<file path="config.mk">
export PLATFORM = sky130hd
export DESIGN_NAME = stopseq_ctrl
export DESIGN_NICKNAME = d
export VERILOG_FILES = /design/src/rtl/stopseq_pkg.sv /design/src/rtl/stopseq_wake.sv /design/src/rtl/stopseq_stab_timer.sv /design/src/rtl/stopseq_pins.sv /design/src/rtl/stopseq_ctrl.sv
export SDC_FILE = /design/constraint.sdc
export NUM_CORES = 1
export LEC_CHECK = 0
export ABC_AREA = 1
export BUFFER_PORTS_ARGS = -buffer_cell sky130_fd_sc_hd__buf_2
export CAP_MARGIN = 20
export CORE_ASPECT_RATIO = 1.25
export CORE_MARGIN = 4
export CORE_UTILIZATION = 43
export CTS_BUF_LIST = sky130_fd_sc_hd__clkbuf_2 sky130_fd_sc_hd__clkbuf_4 sky130_fd_sc_hd__clkbuf_8
export CTS_CLUSTER_DIAMETER = 60
export CTS_CLUSTER_SIZE = 10
export DETAILED_ROUTE_END_ITERATION = 10
export PLACE_DENSITY = 0.68
export SLEW_MARGIN = 5
export SYNTH_ARGS = -nofsm -noshare
export SYNTH_HDL_FRONTEND = slang
export SYNTH_HIERARCHICAL = 1
export SYNTH_SLANG_ARGS = --single-unit
</file>
<file path="constraint.sdc">
create_clock -name clk -period 2.43 [get_ports clk]
set_clock_uncertainty 0.05 [all_clocks]
set_input_delay 0.729 -clock clk [delete_from_list [all_inputs] [get_ports clk]]
set_output_delay 0.729 -clock clk [all_outputs]
set_load 0.005 [all_outputs]
</file>
<file path="src/rtl/stopseq_pkg.sv">
package stopseq_pkg;

  typedef enum logic [1:0] {
    PS_RUN  = 2'd0,
    PS_HALT = 2'd1,
    PS_STOP = 2'd2,
    PS_WAIT = 2'd3
  } pwr_state_e;

  localparam int unsigned STAB_EXP_MAX = 17;

  // Map the select code to a power-of-two exponent of oscillator cycles.
  function automatic int unsigned stab_exp(input logic [2:0] code);
    case (code)
      3'd0:    stab_exp = 12;
      3'd1:    stab_exp = 14;
      3'd2:    stab_exp = 15;
      3'd3:    stab_exp = 16;
      default: stab_exp = STAB_EXP_MAX;
    endcase
  endfunction

endpackage

</file>
<file path="src/rtl/stopseq_wake.sv">
module stopseq_wake #(
  parameter int NUM_SRC = 8
) (
  input  logic [NUM_SRC-1:0] irq_req,
  input  logic [NUM_SRC-1:0] irq_mask,
  output logic               wake
);
  logic [NUM_SRC-1:0] hit;

  for (genvar i = 0; i < NUM_SRC; i++) begin : g_src
    assign hit[i] = irq_req[i] & ~irq_mask[i];
  end

  assign wake = |hit;
endmodule

</file>
<file path="src/rtl/stopseq_stab_timer.sv">
module stopseq_stab_timer
  import stopseq_pkg::*;
#(
  parameter int DLY_SCALE = 0,
  localparam int CNT_W = STAB_EXP_MAX + 1 - DLY_SCALE
) (
  input  logic       clk,
  input  logic       rst_n,
  input  logic       start,
  input  logic       run,
  input  logic [2:0] sel,
  output logic       done
);
  localparam logic [CNT_W-1:0] ONE = CNT_W'(1);
  localparam logic [CNT_W-1:0] LONGEST = ONE << (STAB_EXP_MAX - DLY_SCALE);

  logic [CNT_W-1:0] target_q;
  logic [CNT_W-1:0] cnt_q;

  always_ff @(posedge clk or negedge rst_n) begin
    if (!rst_n) begin
      target_q <= LONGEST;
      cnt_q    <= '0;
    end else if (start) begin
      target_q <= ONE << (stab_exp(sel) - DLY_SCALE);
      cnt_q    <= '0;
    end else if (run) begin
      cnt_q <= cnt_q + ONE;
    end
  end

  assign done = run && (cnt_q == target_q - ONE);

  assert_cnt_below_target_R5: assert property (@(posedge clk) disable iff (!rst_n)
    run |-> (cnt_q < target_q));
endmodule

</file>
<file path="src/rtl/stopseq_pins.sv">
module stopseq_pins #(
  parameter int AD_W  = 8,
  parameter int AHI_W = 8
) (
  input  logic             clk,
  input  logic             rst_n,
  input  logic             freeze,
  input  logic             clkout_from_sub,
  input  logic             clkout_in,
  input  logic             buz_in,
  input  logic [AD_W-1:0]  core_ad_out,
  input  logic             core_ad_oe,
  input  logic [AHI_W-1:0] core_addr_hi,
  input  logic             core_astb,
  input  logic             core_rd_n,
  input  logic             core_wr_n,
  input  logic             core_wait_oe,
  output logic [AD_W-1:0]  pad_ad_out,
  output logic             pad_ad_oe,
  output logic [AHI_W-1:0] pad_addr_hi,
  output logic             pad_astb,
  output logic             pad_rd_n,
  output logic             pad_wr_n,
  output logic             pad_wait_oe,
  output logic             pad_buz,
  output logic             pad_clkout
);
  logic [AHI_W-1:0] ahi_hold_q;

  // Track the upper address while running; the last value sticks once frozen.
  always_ff @(posedge clk or negedge rst_n) begin
    if (!rst_n)      ahi_hold_q <= '0;
    else if (!freeze) ahi_hold_q <= core_addr_hi;
  end

  assign pad_ad_out  = core_ad_out;
  assign pad_ad_oe   = freeze ? 1'b0 : core_ad_oe;
  assign pad_addr_hi = freeze ? ahi_hold_q : core_addr_hi;
  assign pad_astb    = freeze ? 1'b0 : core_astb;
  assign pad_rd_n    = freeze ? 1'b1 : core_rd_n;
  assign pad_wr_n    = freeze ? 1'b1 : core_wr_n;
  assign pad_wait_oe = freeze ? 1'b0 : core_wait_oe;
  assign pad_buz     = freeze ? 1'b0 : buz_in;
  assign pad_clkout  = (freeze && !clkout_from_sub) ? 1'b0 : clkout_in;

  assert_ahi_latched_at_entry_R7: assert property (@(posedge clk) disable iff (!rst_n)
    $rose(freeze) |-> (pad_addr_hi == $past(core_addr_hi)));

  assert_ahi_stable_while_frozen_R7: assert property (@(posedge clk) disable iff (!rst_n)
    freeze |=> (!freeze || $stable(pad_addr_hi)));
endmodule

</file>
<file path="src/rtl/stopseq_ctrl.sv">
module stopseq_ctrl
  import stopseq_pkg::*;
#(
  parameter int NUM_SRC    = 8,
  parameter int NUM_PERIPH = 6,
  parameter int AD_W       = 8,
  parameter int AHI_W      = 8,
  parameter int DLY_SCALE  = 0
) (
  input  logic                  clk,
  input  logic                  rst_n,
  input  logic                  stop_req,
  input  logic                  main_clk_sel,
  input  logic [NUM_SRC-1:0]    irq_req,
  input  logic [NUM_SRC-1:0]    irq_mask,
  input  logic [2:0]            stab_sel,
  input  logic [NUM_PERIPH-1:0] periph_keep,
  input  logic                  clkout_from_sub,
  input  logic                  clkout_in,
  input  logic                  buz_in,
  input  logic [AD_W-1:0]       core_ad_out,
  input  logic                  core_ad_oe,
  input  logic [AHI_W-1:0]      core_addr_hi,
  input  logic                  core_astb,
  input  logic                  core_rd_n,
  input  logic                  core_wr_n,
  input  logic                  core_wait_oe,
  output logic                  osc_en,
  output logic                  cpu_clk_en,
  output logic [NUM_PERIPH-1:0] periph_clk_en,
  output logic [1:0]            sleep_state,
  output logic [AD_W-1:0]       pad_ad_out,
  output logic                  pad_ad_oe,
  output logic [AHI_W-1:0]      pad_addr_hi,
  output logic                  pad_astb,
  output logic                  pad_rd_n,
  output logic                  pad_wr_n,
  output logic                  pad_wait_oe,
  output logic                  pad_buz,
  output logic                  pad_clkout
);
  pwr_state_e st_q, st_d;
  logic wake, stab_done, frozen;

  stopseq_wake #(.NUM_SRC(NUM_SRC)) u_wake (
    .irq_req (irq_req),
    .irq_mask(irq_mask),
    .wake    (wake)
  );

  stopseq_stab_timer #(.DLY_SCALE(DLY_SCALE)) u_timer (
    .clk  (clk),
    .rst_n(rst_n),
    .start(st_q == PS_STOP && wake),
    .run  (st_q == PS_WAIT),
    .sel  (stab_sel),
    .done (stab_done)
  );

  always_comb begin
    st_d = st_q;
    case (st_q)
      PS_RUN:  if (stop_req && main_clk_sel) st_d = wake ? PS_HALT : PS_STOP;
      PS_HALT: if (wake) st_d = PS_RUN;
      PS_STOP: if (wake) st_d = PS_WAIT;
      PS_WAIT: if (stab_done) st_d = PS_RUN;
      default: st_d = PS_RUN;
    endcase
  end

  // Reset lands in the wait so the CPU is released only after stabilisation.
  always_ff @(posedge clk or negedge rst_n) begin
    if (!rst_n) st_q <= PS_WAIT;
    else        st_q <= st_d;
  end

  assign frozen        = (st_q == PS_STOP) || (st_q == PS_WAIT);
  assign osc_en        = (st_q != PS_STOP);
  assign cpu_clk_en    = (st_q == PS_RUN);
  assign periph_clk_en = frozen ? periph_keep : '1;
  assign sleep_state   = st_q;

  stopseq_pins #(.AD_W(AD_W), .AHI_W(AHI_W)) u_pins (
    .clk            (clk),
    .rst_n          (rst_n),
    .freeze         (frozen),
    .clkout_from_sub(clkout_from_sub),
    .clkout_in      (clkout_in),
    .buz_in         (buz_in),
    .core_ad_out    (core_ad_out),
    .core_ad_oe     (core_ad_oe),
    .core_addr_hi   (core_addr_hi),
    .core_astb      (core_astb),
    .core_rd_n      (core_rd_n),
    .core_wr_n      (core_wr_n),
    .core_wait_oe   (core_wait_oe),
    .pad_ad_out     (pad_ad_out),
    .pad_ad_oe      (pad_ad_oe),
    .pad_addr_hi    (pad_addr_hi),
    .pad_astb       (pad_astb),
    .pad_rd_n       (pad_rd_n),
    .pad_wr_n       (pad_wr_n),
    .pad_wait_oe    (pad_wait_oe),
    .pad_buz        (pad_buz),
    .pad_clkout     (pad_clkout)
  );

  assert_stop_needs_main_R1: assert property (@(posedge clk) disable iff (!rst_n)
    (st_q == PS_RUN && !main_clk_sel) |=> (st_q == PS_RUN));

  assert_pending_diverts_R2: assert property (@(posedge clk) disable iff (!rst_n)
    (st_q == PS_RUN && wake) |=> (st_q != PS_STOP));

  assert_halt_exit_R3: assert property (@(posedge clk) disable iff (!rst_n)
    (st_q == PS_HALT) |=> (st_q == PS_HALT || st_q == PS_RUN));

  assert_stop_exit_R5: assert property (@(posedge clk) disable iff (!rst_n)
    (st_q == PS_STOP) |=> (st_q == PS_STOP || st_q == PS_WAIT));
endmodule

</file>
==> results.md <==
- After clock tree synthesis, the clock-pin slew on the worst setup and hold paths is 0.09 ns.
- The routed design has 7.159 mm of wire.
- The count of antenna diodes in the layout is 0.
- The setup check on the worst reg-to-reg path leaves a slack of 0.30 ns.
- The signal on the critical path passes through buf_4, nand2_1, nand2_1, buf_2.
- Routability-driven placement finished with a final weighted congestion of 0.8481.
- The number of design rule violations left after detail routing is 0.
- The initial utilization of the core area, before any placement, comes to 0.4506.
- For the worst-skew pair, the clock arrives at the later sink with an insertion delay of 0.30 ns.
- The startpoint identified for the worst register-to-register timing path is u_timer/target_q[7].
- Based on the critical path, the design can be clocked at up to 0.4465 GHz.
- The startpoint type of the worst setup path is a flip-flop.
- The die covers 8374 µm².
- In this run the cell area of the synthesized design comes to 2995 µm².
- The critical path contains buffers and inverters numbering 2 combined.
- By area the synthesized netlist is led by dfrtp_1, nand2_1, nor2_1.
- TritonCTS built the clock tree.
- Along the worst path, the maximum fanout reaches 12.
- The required time of the worst setup path is 1.65 ns.
- The post-CTS setup buffer count is 0.
- The detailed router finished its first iteration with 142 violations.
- The static leakage is 1.951 nW.
- The count of boundary I/O pins is 86.
- The library cell appearing most often on the critical path is nand2_1.
- Setup repair after global routing left no endpoint under its margin.
- The HPWL after detailed placement is 5.672 mm.
- The setup TNS is 0 ns.
- The area added between synthesis and finish is 16.62%.
- The die span in x is 82.65 µm.
- The delay of the slowest cell on the worst path is 0.67 ns.
- The data arrival time of the worst path is 1.46 ns.
- Of the total synthesized cell area, the portion taken by XOR and XNOR cells is 0.02924.
- The flow ran to the end, and the final reports show no timing, DRC or antenna violations.
- The core footprint is 6648 µm².
- The mux cell area share after synthesis is 0.
- The number of nets produced by synthesis is 497.
- In this run, synthesis produced a sequential element count of 45.
- Synthesis instantiated 38 different standard cells from the library.
- The layout net count is 562.
- The share of the Yosys chip area taken by registers is 0.3772.
- The largest total area in the synthesized netlist belongs to dfrtp_1.
- The post-synthesis share of cell area spent on full adders, half adders and majority gates is 0.008354.
- Setup slack on the critical path of the routed design comes to 0.1901 ns.
- For the finished layout, the period the worst path requires is 2.240 ns.
- Of the cells placed in the final design, the portion with a size suffix greater than 1 is 0.2303.
- Counting the buffers created by CTS gives 5.
- The post-synthesis compound-gate area fraction came to 0.07226.
- The top flip-flop cell by instance count after synthesis is dfrtp_1.
- The type of the tightest min-delay check is in2async.
- The final worst hold slack is 0.3172 ns.
- Summed over all layers, the global routing overflow is 0.
- The count of mapped cells out of synthesis is 442.
- The floorplan has 33 rows.
- The combinational family with the most area after synthesis is simple AND/OR/NAND/NOR gates.
- During placement, the flow inserted port buffers numbering 69.
- The number of enable-type register cells in the synthesized netlist is 0.
- In the global route stage, overall resource usage came out at 0.1823.
- The remaining antenna violation count is 0.
- The post-detailed-route via-to-cell ratio is 4.899.
- The final route contains 2,915 vias.
- For the pin with the worst max-slew slack, the measured transition is 0.4641 ns.
- The share of synthesized area in the top cell type comes to 0.3509.
- In this run the critical register-to-register path is captured at sleep_state[1].
- By count the netlist is led by nand2_1, nor2_1, inv_1, dfrtp_1, nand3_1.
- For this run, the number of Yosys warnings is 6.
- Counting every sink on the clock net gives 45.
- The final-report max-slew violation count came to 0.
- The cell count of the worst reg-to-reg path is 13.
- From bottom edge to top edge, the die measures 101.3 µm.
- The pin count of the biggest net entering global routing is 28.
- A synthesized cell averages 6.777 µm².
- The initial antenna violation count is 0.
- The first-pass GRT wire length is 11.90 mm.
- At the placement stage, the worst setup path has a slack of 0.2641 ns.
- The maximum count of clock buffers along a single path is 2.
- Grouping stages by cell kind, the critical path spends the most delay in flip-flops.
- The number of max-capacitance violations reported is 0.
- Headroom to the max-slew limit came out at 0.6906.
- By instance count, the leading cell after synthesis is nand2_1.
- IR analysis of the VDD net gives a maximum drop of 420.3 µV.
- The count of endpoints failing setup in the final report is 0.
- The final number of hold-violating endpoints was 0.
- After synthesis, the share of flip-flops with an asynchronous set or reset is 1.000.
- The number of global-route vias before repair was 2,704.
- The portion of the clock cycle consumed by the worst path in the final layout is 0.9218.
- The first-pass detailed-route iteration total is 4.
- Of the total synthesized cell area, the portion taken by AND, OR, NAND and NOR gates is 0.3989.
- The worst setup path is captured at an output port.
- After detailed routing, the average wire length per cell comes to 12.03 µm.
- The root buffer cell chosen for the clock tree is clkbuf_8.
- In this run the number of H-tree levels came out at 2.
- The kind of critical path is reg2out.
- The power density relative to cell area is 768.2 nW/µm².
- The critical-path cell with the highest stage delay is dfstp_2.
-- timing repair --
item	4_1_cts	5_1_grt
setup endpoints to repair	0	2
hold buffers	0	0
resized for setup	0	2
hold endpoints to repair	0	0
-- power by group --
part           internal (mW)  switching (mW)  total, mW
combinational          0.461           0.677       1.14
sequential             0.906           0.146       1.05
clock                  0.210           0.283      0.493
total                   1.58            1.11       2.68
-- routing by layer --
metal	share of wire	GRT usage	vias up	routed length [µm]
li1	-	-	1492	-
met1	0.42	0.2197	1309	3004
met2	0.51	0.3241	100	3630
met3	0.053	0.03114	14	377
met4	0.020	0.06038	0	146
met5	0	0	-	0
-- layout make-up --
| cell class | count | area (µm²) |
|---|---|---|
| Timing Repair Buffer | 74 | 395.4 |
| Clock inverter | 3 | 25.02 |
| Clock buffer | 5 | 68.82 |
| Sequential cell | 45 | 1130 |
| Tap cell | 87 | 108.9 |
| Inverter | 63 | 236.5 |
| Multi-Input combinational cell | 318 | 1529 |
| Fill cell | 658 | 3154 |
-- per-stage QoR --
step	utilization	area, µm²	total power [mW]	instances
after CTS	0.5248	3488	2.715	595
after detailed placement	0.5106	3395	2.210	587
after floorplan	-	2995	1.834	442
after global routing	0.5255	3493	2.926	595
after global placement	0.5106	3395	2.186	587
final	0.5255	3493	2.683	595
-- how the worst max path moves through the flow --
stage	cells after the start	end	startpoint
after global routing	15	sleep_state[1]	u_timer/target_q[0]
final	4	pad_addr_hi[5]	sleep_state[1]
after floorplan	10	u_timer/cnt_q[5]	irq_mask[1]
after global placement	16	sleep_state[0]	u_timer/target_q[0]
after CTS	4	pad_addr_hi[6]	sleep_state[1]
after detailed placement	14	sleep_state[1]	u_timer/target_q[0]
-- cells by family after synthesis --
group | Yosys count
simple gates | 268
fa+ha+maj | 2
compound gates | 38
buf+inv | 79
flops | 45
xor+xnor | 10
-- worst reg2reg max path, cell delays in order, from the launching register on --
cell	delay (ns)
dfrtp_1	0.49
nor2_1	0.17
nand2_1	0.16
nor2_4	0.23
nand4_1	0.12
nand2_1	0.12
nand2_1	0.06
nor2_1	0.08
nand3_1	0.08
nor2_1	0.12
inv_1	0.07
nand3_1	0.10
nand3_1	0.09
a21oi_1	0.13
-- flip-flops by register name, indices dropped and copies added (netlist names) --
signal,count
u_timer/target_q,17
sleep_state,2
u_timer/cnt_q,18
u_pins/ahi_hold_q,8
-- cell usage in the layout (no fill, tap or decap), types with 6 or more instances in the layout --
cell type	instances
nor2_1	67
inv_1	58
or2_1	6
a21oi_1	14
nand2_1	132
nand3_1	22
buf_2	69
nand4_1	8
dfrtp_1	42
o21ai_0	13
nor2_2	7
(Power assumes the default switching activity.)
